$ cat config.mk
export PLATFORM = sky130hd
export DESIGN_NAME = sect_guard
export DESIGN_NICKNAME = d
export VERILOG_FILES = /design/src/rtl/sg_pkg.sv /design/src/rtl/sg_decode.sv /design/src/rtl/sg_prot_reg.sv /design/src/rtl/sg_ctrl.sv /design/src/rtl/sect_guard.sv
export SDC_FILE = /design/constraint.sdc
export NUM_CORES = 1
export LEC_CHECK = 0
export BUFFER_PORTS_ARGS = -buffer_cell sky130_fd_sc_hd__buf_4
export CORE_ASPECT_RATIO = 0.9
export CORE_MARGIN = 8
export CORE_UTILIZATION = 40
export DETAILED_ROUTE_END_ITERATION = 8
export REMOVE_ABC_BUFFERS = 1
export SKIP_CTS_REPAIR_TIMING = 1
export SLEW_MARGIN = 30
export SYNTH_ARGS = -nofsm -noshare
export SYNTH_HDL_FRONTEND = slang
export SYNTH_SLANG_ARGS = --single-unit
export TNS_END_PERCENT = 30
$ cat constraint.sdc
create_clock -name clk -period 2.37 [get_ports clk]
set_input_delay 0.1185 -clock clk [delete_from_list [all_inputs] [get_ports clk]]
set_output_delay 0.1185 -clock clk [all_outputs]
set_load 0.03 [all_outputs]
$ cat src/rtl/sg_pkg.sv
package sg_pkg;
    typedef enum logic [1:0] {
        ST_IDLE    = 2'd0,
        ST_COLLECT = 2'd1,
        ST_ISSUE   = 2'd2
    } sg_state_t;

    localparam logic [7:0] VFY_SET   = 8'h01;
    localparam logic [7:0] VFY_CLEAR = 8'h00;
endpackage

$ cat src/rtl/sg_decode.sv
module sg_decode #(
    parameter int HI_W  = 5,
    parameter int IDX_W = 6
) (
    input  logic [HI_W+2:0]  top_bits,
    output logic [IDX_W-1:0] idx
);
    localparam int NUM_MAIN = (1 << HI_W) - 1;

    logic [HI_W-1:0] blk;
    logic [2:0]      sub;

    assign blk = top_bits[HI_W+2:3];
    assign sub = top_bits[2:0];

    always_comb begin
        if (blk != '1) begin
            idx = IDX_W'(blk);
        end else if (!sub[2]) begin
            idx = IDX_W'(NUM_MAIN);
        end else begin
            unique case (sub[1:0])
                2'd0:    idx = IDX_W'(NUM_MAIN + 1);
                2'd1:    idx = IDX_W'(NUM_MAIN + 2);
                default: idx = IDX_W'(NUM_MAIN + 3);
            endcase
        end
    end

    always_comb begin
        AST_IDX_RANGE: assert (int'(idx) <= NUM_MAIN + 3);
    end
endmodule

$ cat src/rtl/sg_prot_reg.sv
module sg_prot_reg #(
    parameter int NUM_SECT = 35,
    parameter int IDX_W    = 6
) (
    input  logic                clk,
    input  logic                rst_n,
    input  logic                set_en,
    input  logic [IDX_W-1:0]    set_idx,
    input  logic                clr_try,
    output logic [NUM_SECT-1:0] prot,
    output logic                unprot_err
);
    always_ff @(posedge clk or negedge rst_n) begin
        if (!rst_n) begin
            prot       <= '0;
            unprot_err <= 1'b0;
        end else if (set_en) begin
            prot <= prot | (NUM_SECT'(1) << set_idx);
        end else if (clr_try) begin
            if (&prot) prot       <= '0;
            else       unprot_err <= 1'b1;
        end
    end

    AST_UNPROT_CLEARS: assert property (@(posedge clk) disable iff (!rst_n)
        (clr_try && !set_en && (&prot)) |=> (prot == '0));
    AST_UNPROT_GUARD: assert property (@(posedge clk) disable iff (!rst_n)
        (clr_try && !set_en && !(&prot)) |=> ($stable(prot) && unprot_err));
    AST_ERR_STICKY: assert property (@(posedge clk) disable iff (!rst_n)
        unprot_err |=> unprot_err);
    AST_PROTECT_SETS: assert property (@(posedge clk) disable iff (!rst_n)
        set_en |=> ($countones(prot) >= $countones($past(prot))));
endmodule

$ cat src/rtl/sg_ctrl.sv
module sg_ctrl
    import sg_pkg::*;
#(
    parameter int NUM_SECT = 35,
    parameter int IDX_W    = 6
) (
    input  logic                clk,
    input  logic                rst_n,
    input  logic                prot_stb,
    input  logic                sel_a6,
    input  logic                sel_a1,
    input  logic                sel_a0,
    input  logic                pgm_req,
    input  logic                ers_sel,
    input  logic                ers_all,
    input  logic                ers_go,
    input  logic                vfy_req,
    input  logic                tmp_unlock,
    input  logic [IDX_W-1:0]    idx,
    input  logic [NUM_SECT-1:0] prot,
    output logic                set_en,
    output logic                clr_try,
    output logic                go_valid,
    output logic [NUM_SECT-1:0] go_mask,
    output logic                go_reject,
    output logic                vfy_valid,
    output logic [7:0]          vfy_data
);
    sg_state_t state, state_nx;

    logic [NUM_SECT-1:0] sel_q;
    logic [NUM_SECT-1:0] onehot, blocked, add_vec, issue_eff;
    logic in_idle, sel_ok, pgm_go, ers_hit, vfy_go;

    assign onehot    = NUM_SECT'(1) << idx;
    assign blocked   = tmp_unlock ? '0 : prot;
    assign add_vec   = ers_all ? '1 : onehot;
    assign issue_eff = sel_q & ~blocked;
    assign in_idle   = (state == ST_IDLE);
    assign sel_ok    = sel_a1 & ~sel_a0;

    assign set_en  = in_idle & prot_stb & sel_ok & ~sel_a6;
    assign clr_try = in_idle & prot_stb & sel_ok &  sel_a6;
    assign pgm_go  = in_idle & ~prot_stb & pgm_req;
    assign ers_hit = (ers_sel | ers_all) &
                     ((in_idle & ~prot_stb & ~pgm_req) | (state == ST_COLLECT));
    assign vfy_go  = in_idle & ~prot_stb & ~pgm_req & ~ers_sel & ~ers_all & vfy_req;

    always_comb begin
        state_nx = state;
        unique case (state)
            ST_IDLE:    if (ers_hit) state_nx = ST_COLLECT;
            ST_COLLECT: if (ers_go)  state_nx = ST_ISSUE;
            ST_ISSUE:   state_nx = ST_IDLE;
            default:    state_nx = ST_IDLE;
        endcase
    end

    always_ff @(posedge clk or negedge rst_n) begin
        if (!rst_n) begin
            state <= ST_IDLE;
            sel_q <= '0;
        end else begin
            state <= state_nx;
            if (ers_hit) sel_q <= in_idle ? add_vec : (sel_q | add_vec);
        end
    end

    always_ff @(posedge clk or negedge rst_n) begin
        if (!rst_n) begin
            go_valid  <= 1'b0;
            go_mask   <= '0;
            go_reject <= 1'b0;
            vfy_valid <= 1'b0;
            vfy_data  <= VFY_CLEAR;
        end else begin
            go_valid  <= 1'b0;
            go_mask   <= '0;
            go_reject <= 1'b0;
            vfy_valid <= 1'b0;
            vfy_data  <= VFY_CLEAR;
            if (pgm_go) begin
                if ((onehot & ~blocked) != '0) begin
                    go_valid <= 1'b1;
                    go_mask  <= onehot;
                end else begin
                    go_reject <= 1'b1;
                end
            end else if (state == ST_ISSUE) begin
                if (issue_eff != '0) begin
                    go_valid <= 1'b1;
                    go_mask  <= issue_eff;
                end else begin
                    go_reject <= 1'b1;
                end
            end else if (vfy_go) begin
                vfy_valid <= 1'b1;
                vfy_data  <= (prot[idx]) ? VFY_SET : VFY_CLEAR;
            end
        end
    end

    AST_GRANT_UNBLOCKED: assert property (@(posedge clk) disable iff (!rst_n)
        go_valid |-> ((go_mask & $past(prot) & {NUM_SECT{!$past(tmp_unlock)}}) == '0));
    AST_PGM_SINGLE: assert property (@(posedge clk) disable iff (!rst_n)
        (go_valid && $past(state == ST_IDLE)) |-> ($countones(go_mask) == 1));
    AST_ISSUE_RETURNS: assert property (@(posedge clk) disable iff (!rst_n)
        (state == ST_ISSUE) |=> (state == ST_IDLE));
    AST_BUSY_NO_PROT: assert property (@(posedge clk) disable iff (!rst_n)
        (state != ST_IDLE) |-> !(set_en || clr_try));
    AST_ONE_RESULT: assert property (@(posedge clk) disable iff (!rst_n)
        $onehot0({go_valid, go_reject, vfy_valid}));
endmodule

$ cat src/rtl/sect_guard.sv
module sect_guard #(
    parameter  int ADDR_W   = 20,
    parameter  int BLK_W    = 15,
    localparam int HI_W     = ADDR_W - BLK_W,
    localparam int NUM_SECT = (1 << HI_W) + 3,
    localparam int IDX_W    = $clog2(NUM_SECT)
) (
    input  logic                clk,
    input  logic                rst_n,
    input  logic [ADDR_W-1:0]   addr,
    input  logic                prot_stb,
    input  logic                pgm_req,
    input  logic                ers_sel,
    input  logic                ers_all,
    input  logic                ers_go,
    input  logic                vfy_req,
    input  logic                tmp_unlock,
    output logic [IDX_W-1:0]    sect_idx,
    output logic                go_valid,
    output logic [NUM_SECT-1:0] go_mask,
    output logic                go_reject,
    output logic                vfy_valid,
    output logic [7:0]          vfy_data,
    output logic                unprot_err
);
    logic [NUM_SECT-1:0] prot;
    logic set_en, clr_try;
    logic addr_unused;

    assign addr_unused = ^{addr[BLK_W-4:7], addr[5:2]};

    sg_decode #(.HI_W(HI_W), .IDX_W(IDX_W)) u_dec (
        .top_bits (addr[ADDR_W-1:BLK_W-3]),
        .idx      (sect_idx)
    );

    sg_prot_reg #(.NUM_SECT(NUM_SECT), .IDX_W(IDX_W)) u_prot (
        .clk        (clk),
        .rst_n      (rst_n),
        .set_en     (set_en),
        .set_idx    (sect_idx),
        .clr_try    (clr_try),
        .prot       (prot),
        .unprot_err (unprot_err)
    );

    sg_ctrl #(.NUM_SECT(NUM_SECT), .IDX_W(IDX_W)) u_ctrl (
        .clk        (clk),
        .rst_n      (rst_n),
        .prot_stb   (prot_stb),
        .sel_a6     (addr[6]),
        .sel_a1     (addr[1]),
        .sel_a0     (addr[0]),
        .pgm_req    (pgm_req),
        .ers_sel    (ers_sel),
        .ers_all    (ers_all),
        .ers_go     (ers_go),
        .vfy_req    (vfy_req),
        .tmp_unlock (tmp_unlock),
        .idx        (sect_idx),
        .prot       (prot),
        .set_en     (set_en),
        .clr_try    (clr_try),
        .go_valid   (go_valid),
        .go_mask    (go_mask),
        .go_reject  (go_reject),
        .vfy_valid  (vfy_valid),
        .vfy_data   (vfy_data)
    );
endmodule

* Word-level counts from Yosys, hierarchy flattened
Index checks and enable logic that the tools add are counted. Widths: inputs -> output; s select.
Word-level totals: bits in read-only memories 0, memories 0, bits in latches 0, bits in writable memories 0, flip-flop bits (word level) 119, output and inout bits 53, logic and storage cells 87, input port bits 29
Cells by class: equal/unequal tests 6, shift operators 1, bitwise gates (word level) 27, reduce and logical (&&, ||, !) cells 10, $add $sub $neg 0, magnitude comparators 1, divide/modulo/power cells 0, mux-type cells 33, $mul 0
Operators with widths (number):
- $mux 35 | 10
- $and 35x35->35 | 2
- $or 35x35->35 | 2
- $reduce_bool 35->1 | 2
- $not 35->35 | 1
- $reduce_and 35->1 | 1
- $shl 1x6->35 const A | 1
- $mux 8 | 3
- $mux 1 | 13
- $and 1x1->1 | 12
- $mux 6 | 2
- $not 1->1 | 8
- $pmux 2 s2 | 2
- $lt 6x7->1 const B | 1
- $bmux 1 s6 | 1
- $ne 5x5->1 const B | 1
- $eq 2x1->1 const B | 2
- $logic_not 2->1 | 2
- $mux 2 | 2
- $ne 2x2->1 const B | 2
- $reduce_and 2->1 | 2
- $reduce_bool 2->1 | 2
- $reduce_and 3->1 | 1
- $eq 2x2->1 const B | 1
- $or 1x1->1 | 2

* Longest topological paths before layout
Gate-level depths: netlist (run 1).
depth in word-level cells 10, mapped depth 11, mapped depth without buffers 8

* By module
From an unflattened synthesis (run 1), not the netlist that was laid out.
Second synthesis, totals: cells, all modules 736, area, all modules 6575.1 um^2
By module, submodules not included:
- sg_ctrl | cells an instance 573, sequential area each 1901.8 um^2, times used 1, area each 4817.1 um^2
- sg_prot_reg | cells an instance 151, sequential area each 900.9 um^2, times used 1, area each 1679.1 um^2
- sg_decode | cells an instance 12, sequential area each 0.0 um^2, times used 1, area each 78.8 um^2

* Least setup slack after synthesis (run 1)
OpenSTA, ideal clock, no wires.
path kind in2reg, from input port addr[16], to register u_ctrl.go_mask[23], setup time 0.141 ns, path buffers 2, arrival 1.887 ns, stages on the path 10, required time 2.229 ns, setup slack 0.342 ns, cells stage by stage buf_4 > nand4_4 > or2_4 > inv_4 > a221o_1 > nor4_2 > nand4b_2 > o21ai_4 > buf_6 > o22ai_2
On the way: cells in the longest elaborated chain, start to end 7
Ends and longest elaborated chain:
- from (decl) | RTL line sect_guard.sv:10 | input logic [ADDR_W-1:0] addr,
- $ne 5x5->1 (*) | RTL line sg_decode.sv:17 | if (blk != '1) begin
- $mux 6 (*) | RTL line sg_decode.sv:17
- via sect_idx[5] | RTL line sect_guard.sv:18 | output logic [IDX_W-1:0] sect_idx,
- $shl 1x6->35 (*) | RTL line sg_ctrl.sv:35 | assign onehot = NUM_SECT'(1) << idx;
- $and 35x35->35 | RTL line sg_ctrl.sv:83 | if ((onehot & ~blocked) != '0) begin
- $reduce_bool 35->1 | RTL line sg_ctrl.sv:83
- $mux 35 (*) | RTL line sg_ctrl.sv:83
- $mux 35 (*) | RTL line sg_ctrl.sv:82 | if (pgm_go) begin
- to (signal assigned) | RTL line sg_ctrl.sv:85 | go_mask <= onehot;
- to (signal assigned) | RTL line sg_ctrl.sv:92 | go_mask <= issue_eff;
- to (decl) | RTL line sg_ctrl.sv:24 | output logic [NUM_SECT-1:0] go_mask,
Mark *: on every way through the listed nets, which the timed path passes. The rest lies on a longest branch. A chain may end at the register's enable or synchronous reset.

* Final worst setup path (run 1)
from register u_prot.prot[26], to register u_ctrl.go_mask[8]
On the way: cells in the longest elaborated chain, start to end 7, elaborated cells on any way between the ends 10, those cells by class mux: 5; bitwise: 3; reduce/logical: 2
Ends and longest elaborated chain:
- from (decl) | RTL line sg_prot_reg.sv:10 | output logic [NUM_SECT-1:0] prot,
- from (signal assigned) | RTL line sg_prot_reg.sv:18 | prot <= prot | (NUM_SECT'(1) << set_idx);
- $mux 35 (*) | RTL line sg_ctrl.sv:36 | assign blocked = tmp_unlock ? '0 : prot;
- $not 35->35 (*) | RTL line sg_ctrl.sv:38, sg_ctrl.sv:83
- $and 35x35->35 | RTL line sg_ctrl.sv:38 | assign issue_eff = sel_q & ~blocked;
- $reduce_bool 35->1 | RTL line sg_ctrl.sv:90 | if (issue_eff != '0) begin
- $mux 35 | RTL line sg_ctrl.sv:90
- $mux 35 | RTL line sg_ctrl.sv:89 | end else if (state == ST_ISSUE) begin
- $mux 35 (*) | RTL line sg_ctrl.sv:82
Every way passes the cells marked *; elsewhere a longest branch is shown, timed or not.

==> results of run 1 <==
## where the power goes
group	total (mW)	internal [mW]	switching (mW)
Sequential	2.67	2.38	0.293
Combinational	2.23	0.784	1.44
Clock	1.45	0.719	0.731
Total	6.35	3.89	2.47
## state kept, by name, indices dropped and copies added, names as in the netlist
register	count
u_ctrl.vfy_data	1
u_ctrl.go_reject	1
u_ctrl.go_mask	35
u_ctrl.sel_q	35
u_ctrl.go_valid	1
u_prot.prot	35
u_ctrl.vfy_valid	1
u_ctrl.state	2
u_prot.unprot_err	1
## worst min-delay path by stage
| stage | to | slack (ns) | cells past startpoint | startpoint |
|---|---|---|---|---|
| 6_report | u_ctrl.state[1] | -0.01 | 3 | ers_go |
| 5_1_grt | u_ctrl.state[1] | 0.003 | 3 | ers_go |
| 4_1_cts | u_ctrl.go_mask[11] | -0.34 | 1 | rst_n |
| 3_5_place_dp | u_ctrl.go_mask[3] | 0.04 | 1 | rst_n |
| 3_3_place_gp | u_ctrl.go_mask[3] | 0.05 | 1 | rst_n |
| 2_1_floorplan | u_ctrl.go_mask[0] | -0.18 | 0 | rst_n |
## metrics by stage
step	total power, mW	hold WS, ns	setup TNS (ns)	utilization	instances
finish	6.35	-0.0105	0	0.494	1016
global route	6.70	0.00261	0	0.494	1016
CTS	6.35	-0.340	0	0.494	1015
detailed placement	4.92	0.0425	-0.0670	0.476	1000
global placement	4.86	0.0470	-0.0775	0.476	1000
floorplan	3.82	-0.177	-5.61	-	657
## synth_stat cells, types with 9 or more instances
| master | number | area [µm²] |
|---|---|---|
| inv_1 | 42 | 158 |
| buf_2 | 10 | 50.1 |
| buf_4 | 10 | 75.1 |
| nand4_1 | 16 | 100 |
| clkbuf_1 | 29 | 109 |
| nor3_1 | 10 | 50.1 |
| buf_6 | 9 | 101 |
| a21oi_1 | 54 | 270 |
| o21ai_0 | 74 | 370 |
| nand2b_1 | 16 | 100 |
| a31oi_1 | 9 | 56.3 |
| dfrtp_1 | 112 | 2800 |
| o22ai_2 | 9 | 113 |
| nor2_1 | 108 | 405 |
| nand2_1 | 62 | 233 |
| nand3_1 | 16 | 80.1 |
| o32ai_1 | 22 | 193 |
## critical path, cell delays in order (launching register included)
cell,delay [ns]
dfrtp_1,0.51
inv_1,0.11
a41oi_1,0.22
o32a_1,0.23
and4_1,0.22
nand4b_2,0.19
buf_4,0.20
o211ai_1,0.26
o21ai_0,0.17
## layout by cell type (no fill, tap or decap), drive strengths merged, types with 17 or more instances in the layout
| master | count |
|---|---|
| nand2 | 62 |
| nand4 | 18 |
| a21oi | 54 |
| dfrtp | 112 |
| buf | 141 |
| inv | 46 |
| o32ai | 26 |
| o21ai | 77 |
| nor2 | 109 |
| nand3 | 17 |
## layout make-up
cell class,count,area (µm²)
clock inverters,5,38.8
flip-flops and latches,112,2800
multi-input cells,502,2890
well taps,202,253
inverters,43,164
clock buffers,10,229
repair buffers,142,1140
fillers,1512,7700
## kinds of logic (layout without fill, tap and decap cells)
family,after synthesis,count (layout)
flops,112,112
buf+inv,101,200
compound gates,221,221
xor+xnor,1,1
other cells,1,7
mux,10,10
simple gates,263,263
## per-layer routing
layer / global-route usage / share of wire / vias up
met3: 0.0471 / 0.077 / 31
met2: 0.369 / 0.46 / 300
met4: 0.0698 / 0.020 / 0
met1: 0.334 / 0.44 / 2948
li1: - / - / 2702
met5: 0 / 0 / -
==> impl_metrics.tcl, run 1 <==
set metrics [dict create \
    grt_max_degree 62 \
    track_usage 0.240 \
    synth_edf_count 0 \
    finalNetCount 839 \
    synth_xor_area_frac 0.00142 \
    failed_checks "hold timing" \
    ff2ff_path_depth 8 \
    dieWidth_um 147 \
    slew_headroom 0.346 \
    synth_cell_types 68 \
    start_util 0.405 \
    num_vias 5981 \
    worst_setup_path_start_kind "flip-flop" \
    gp_congestion 0.933 \
    core_mm2 0.0152 \
    hp-class "primary input to flip-flop" \
    timing.final.ws_setup_ns 0.132 \
    cts.sinks 112 \
    ant_nets 0 \
    startpoint "u_prot.prot[26]" \
    setup_viol_count_final 0 \
    grt_pass1_wl_mm 36.3 \
    cts_tree "done" \
    synth_simple_gate_area_frac 0.203 \
    place_hpwl_mm 16.9 \
    cts_inserted_buffers 9 \
    grt_overflow_total 0 \
    ios 82 \
    critPathKind "flip-flop to flip-flop" \
    yosys_warnings 0 \
    critical_path_required_ns 2.59 \
    clock-root-buffer "clkbuf_16" \
    critPathMaxFanout 4 \
    drv_slew 0 \
    worst_slew_pin_slew_ns 0.976 \
    hold_viol_final 1 \
    p_leak_nw 3.35 \
    area_growth_pct 22.1 \
    synthArstFlopShare 1.00 \
    critPathArrivalTime_ns 2.46 \
    dp_slack_ns -0.0670 \
    rsz0062_at_grt "no" \
    ir_drop_mv 0.421 \
    end_kind "flip-flop" \
    clk_pin_slew_ns 0.07 \
    yosysSeqAreaShare 0.455 \
    syn_area_mm2 0.00616 \
    synth_fa_ha_area_frac 0 \
    syn_area_per_cell_um2 8.69 \
    antenna_found_initial 0 \
    crit_end "u_ctrl.go_mask[8]" \
    drc 0 \
    fin_area_mm2 0.00752 \
    finClkSkew_ns 0.00887 \
    drt-total-wl_mm 23.1 \
    regToRegEndpoint "u_ctrl.go_mask[8]" \
    dr.pass1.iters 7 \
    cts_buffer_depth 2 \
    fin_crit_ns 2.24 \
    worst_hold_slack_ns -0.0105 \
    die_area_mm2 0.0196 \
    fin_crit_sh 0.944 \
    drt_iter0_drc 648 \
    port_buffers 65 \
    r2r_slack_ns 0.13 \
    netlist_instances 709 \
    avgRoutedWirePerCell_um 22.8 \
    dieHeight_um 134 \
    synthMuxAreaShare 0.0187 \
    worstSkewPairLatency_ns 0.36 \
    grt_pass1_vias 5918 \
    synth-seq-cells 112 \
    drive_above_1_share 0.235 \
    antennaDiodeCount 0 \
    viasPerCell 5.89 \
    fmax_ghz 0.447 \
    synth_top_family_by_area "compound AO/OA/AOI/OAI gates" \
    num_rows 43 \
    synth-compound-area-share 0.241 \
    cap_violations 0 \
    synth_flop_cell "dfrtp_1" \
    r2r_start "u_prot.prot[26]" \
    post_dp_cell_area_mm2 0.00725 \
    status "finished with violations" \
    powerDensity_mw_per_mm2 844 \
    htree_num_levels 3 \
]
Note: power is estimated with default switching activity, not from simulation.
==> inputs of run 2 (changes only) <==
==> constraint.sdc (replaced) <==
create_clock -name clk -period 2.6 [get_ports clk]
set_input_delay 0.13 -clock clk [delete_from_list [all_inputs] [get_ports clk]]
set_output_delay 0.13 -clock clk [all_outputs]
set_load 0.03 [all_outputs]
==> run 2 against run 1 <==
Compared with the run above: first-iteration DRC count rose by 1.2%; setup slack improved by 0.011 ns; largest cell class unchanged; highest routed layer unchanged; combinational power fell by 11%; via count fell by 1.8%; sequential share of layout area rose by 0.97 points; power fell by 8.4%; the run now ends clean; sequential power fell by 8.2%.
==> impl_metrics.tcl, run 2 (synthesis results as in run 1) <==
set metrics [dict create \
    status "finished, final reports clean" \
    ios 82 \
    setup_viol_count_final 0 \
    slew_headroom 0.305 \
    post_dp_cell_area_mm2 0.00703 \
    cpMaxStageDelayCell "nor4_1" \
    drt-total-wl_mm 22.1 \
    top_regs "u_ctrl.go_mask: 35 flops, u_ctrl.sel_q: 35 flops, u_prot.prot: 35 flops" \
    drive_above_1_share 0.204 \
    cap_violations 0 \
    grt_max_degree 53 \
    powerDensity_mw_per_mm2 794 \
    fmax_ghz 0.407 \
    final_common_cell "dfrtp_1" \
    grt_pass1_vias 5775 \
    avgRoutedWirePerCell_um 22.5 \
    die_area_mm2 0.0196 \
    fin_util 0.482 \
    crit_chain "nand4_1 -> nor4_1 -> nand3_1 -> a21oi_2 -> buf_12 -> nand3_1 -> a21oi_1" \
    power_frac_seq 0.420 \
    antennaDiodeCount 0 \
    clock-root-buffer "clkbuf_16" \
    cts_buffer_depth 2 \
    drt_iter0_drc 656 \
    port_buffers 65 \
    power.internal_mw 3.64 \
    hold_viol_final 0 \
    ant_nets 0 \
    viasPerCell 5.96 \
    critical_path_required_ns 2.88 \
    critPathMaxStageDelay_ns 0.61 \
    grt_pass1_wl_mm 34.8 \
    track_usage 0.228 \
    start_util 0.405 \
    htree_num_levels 3 \
    hp-class "primary input to flip-flop" \
    path_common_cell "nand3_1" \
    pwr-share-comb 0.342 \
    dieWidth_um 147 \
    core_mm2 0.0152 \
    p_clk_frac 0.238 \
    ir_drop_mv 0.449 \
    critPathKind "flip-flop to flip-flop" \
    worstSkewPairLatency_ns 0.35 \
    p_leak_nw 3.22 \
    fin_crit_sh 0.945 \
    switching_share 0.375 \
    place_hpwl_mm 16.0 \
    clk_pin_slew_ns 0.07 \
    grt_overflow_total 0 \
    dieHeight_um 134 \
    dr.pass1.iters 5 \
    cts_inserted_buffers 9 \
    num_rows 43 \
    end_kind "flip-flop" \
    cts_tree "done" \
    most-common-layout-cells "dfrtp_1 (112), nor2_1 (107), buf_4 (104)" \
    drv_slew 0 \
    critPathArrivalTime_ns 2.74 \
    worst_slew_pin_slew_ns 1.04 \
    worst_setup_path_start_kind "flip-flop" \
    rsz0062_at_grt "no" \
    num_vias 5874 \
    antenna_found_initial 0 \
    finalNetCount 809 \
    fin_crit_ns 2.46 \
    area_growth_pct 19.0 \
    worst_hold_slack_ns 0.00883 \
    drc 0 \
    fillCellCount 1474 \
    tns_ns 0 \
    fin_area_mm2 0.00733 \
    critPathMaxFanout 35 \
    cts.sinks 112 \
    power_mw 5.82 \
    finClkSkew_ns 0.00612 \
    gp_congestion 0.939 \
    p_switching_mw 2.18 \
]
==> run 2: final timing paths <==
kind | depth (start not counted) | slack, ns | startpoint | endpoint
max | 7 | 0.14 | u_prot.prot[5] | u_prot.prot[33]
min | 3 | 0.009 | ers_go | u_ctrl.state[1]
max reg2reg | 7 | 0.14 | u_prot.prot[5] | u_prot.prot[33]
min reg2reg | 1 | 0.47 | u_prot.unprot_err | u_prot.unprot_err
max in group asynchronous | 3 | 1.49 | rst_n | u_ctrl.go_mask[23]
min in group asynchronous | 2 | 0.36 | rst_n | u_ctrl.go_mask[3]
==> run 2: layout make-up <==
| class | instances | area, µm² | area share |
|---|---|---|---|
| multi-input combinational | 502 | 2890 | 0.395 |
| sequential | 112 | 2800 | 0.382 |
| timing repair buffer | 112 | 931 | 0.127 |
| tap | 202 | 253 | 0.0345 |
| clock buffer | 12 | 246 | 0.0336 |
| inverter | 43 | 164 | 0.0224 |
| clock inverter | 3 | 42.5 | 0.00580 |
==> run 2: worst max-delay path, delay by kind of cell (launching register included) <==
family | cells | cell delay [ns]
simple gates | 4 | 1.21
flops | 1 | 0.48
compound gates | 2 | 0.43
buf+inv | 1 | 0.23
==> run 2: metal layers <==
metal / part of all wire / routed length, µm / track usage / vias up
met4: 0.026 / 566 / 0.0800 / 0
li1: - / - / - / 2647
met1: 0.45 / 9900 / 0.320 / 2899
met2: 0.44 / 9850 / 0.340 / 286
met3: 0.082 / 1830 / 0.0488 / 42
met5: 0 / 0 / 0 / -
==> run 2: power by group through the flow <==
stage	Sequential [mW]	Combinational (mW)	Clock (mW)
2_1_floorplan	2.57	0.910	0
3_3_place_gp	2.45	1.95	0
3_5_place_dp	2.47	1.98	0
4_1_cts	2.44	1.98	1.41
5_1_grt	2.49	2.16	1.47
6_report	2.45	1.99	1.38
==> run 2: metrics by stage <==
stage	worst slack, ns	std cells
after floorplan	0.0234	657
after global placement	0.0831	970
after detailed placement	0.155	970
after CTS	0.198	985
after global routing	0.0474	986
final	0.143	986
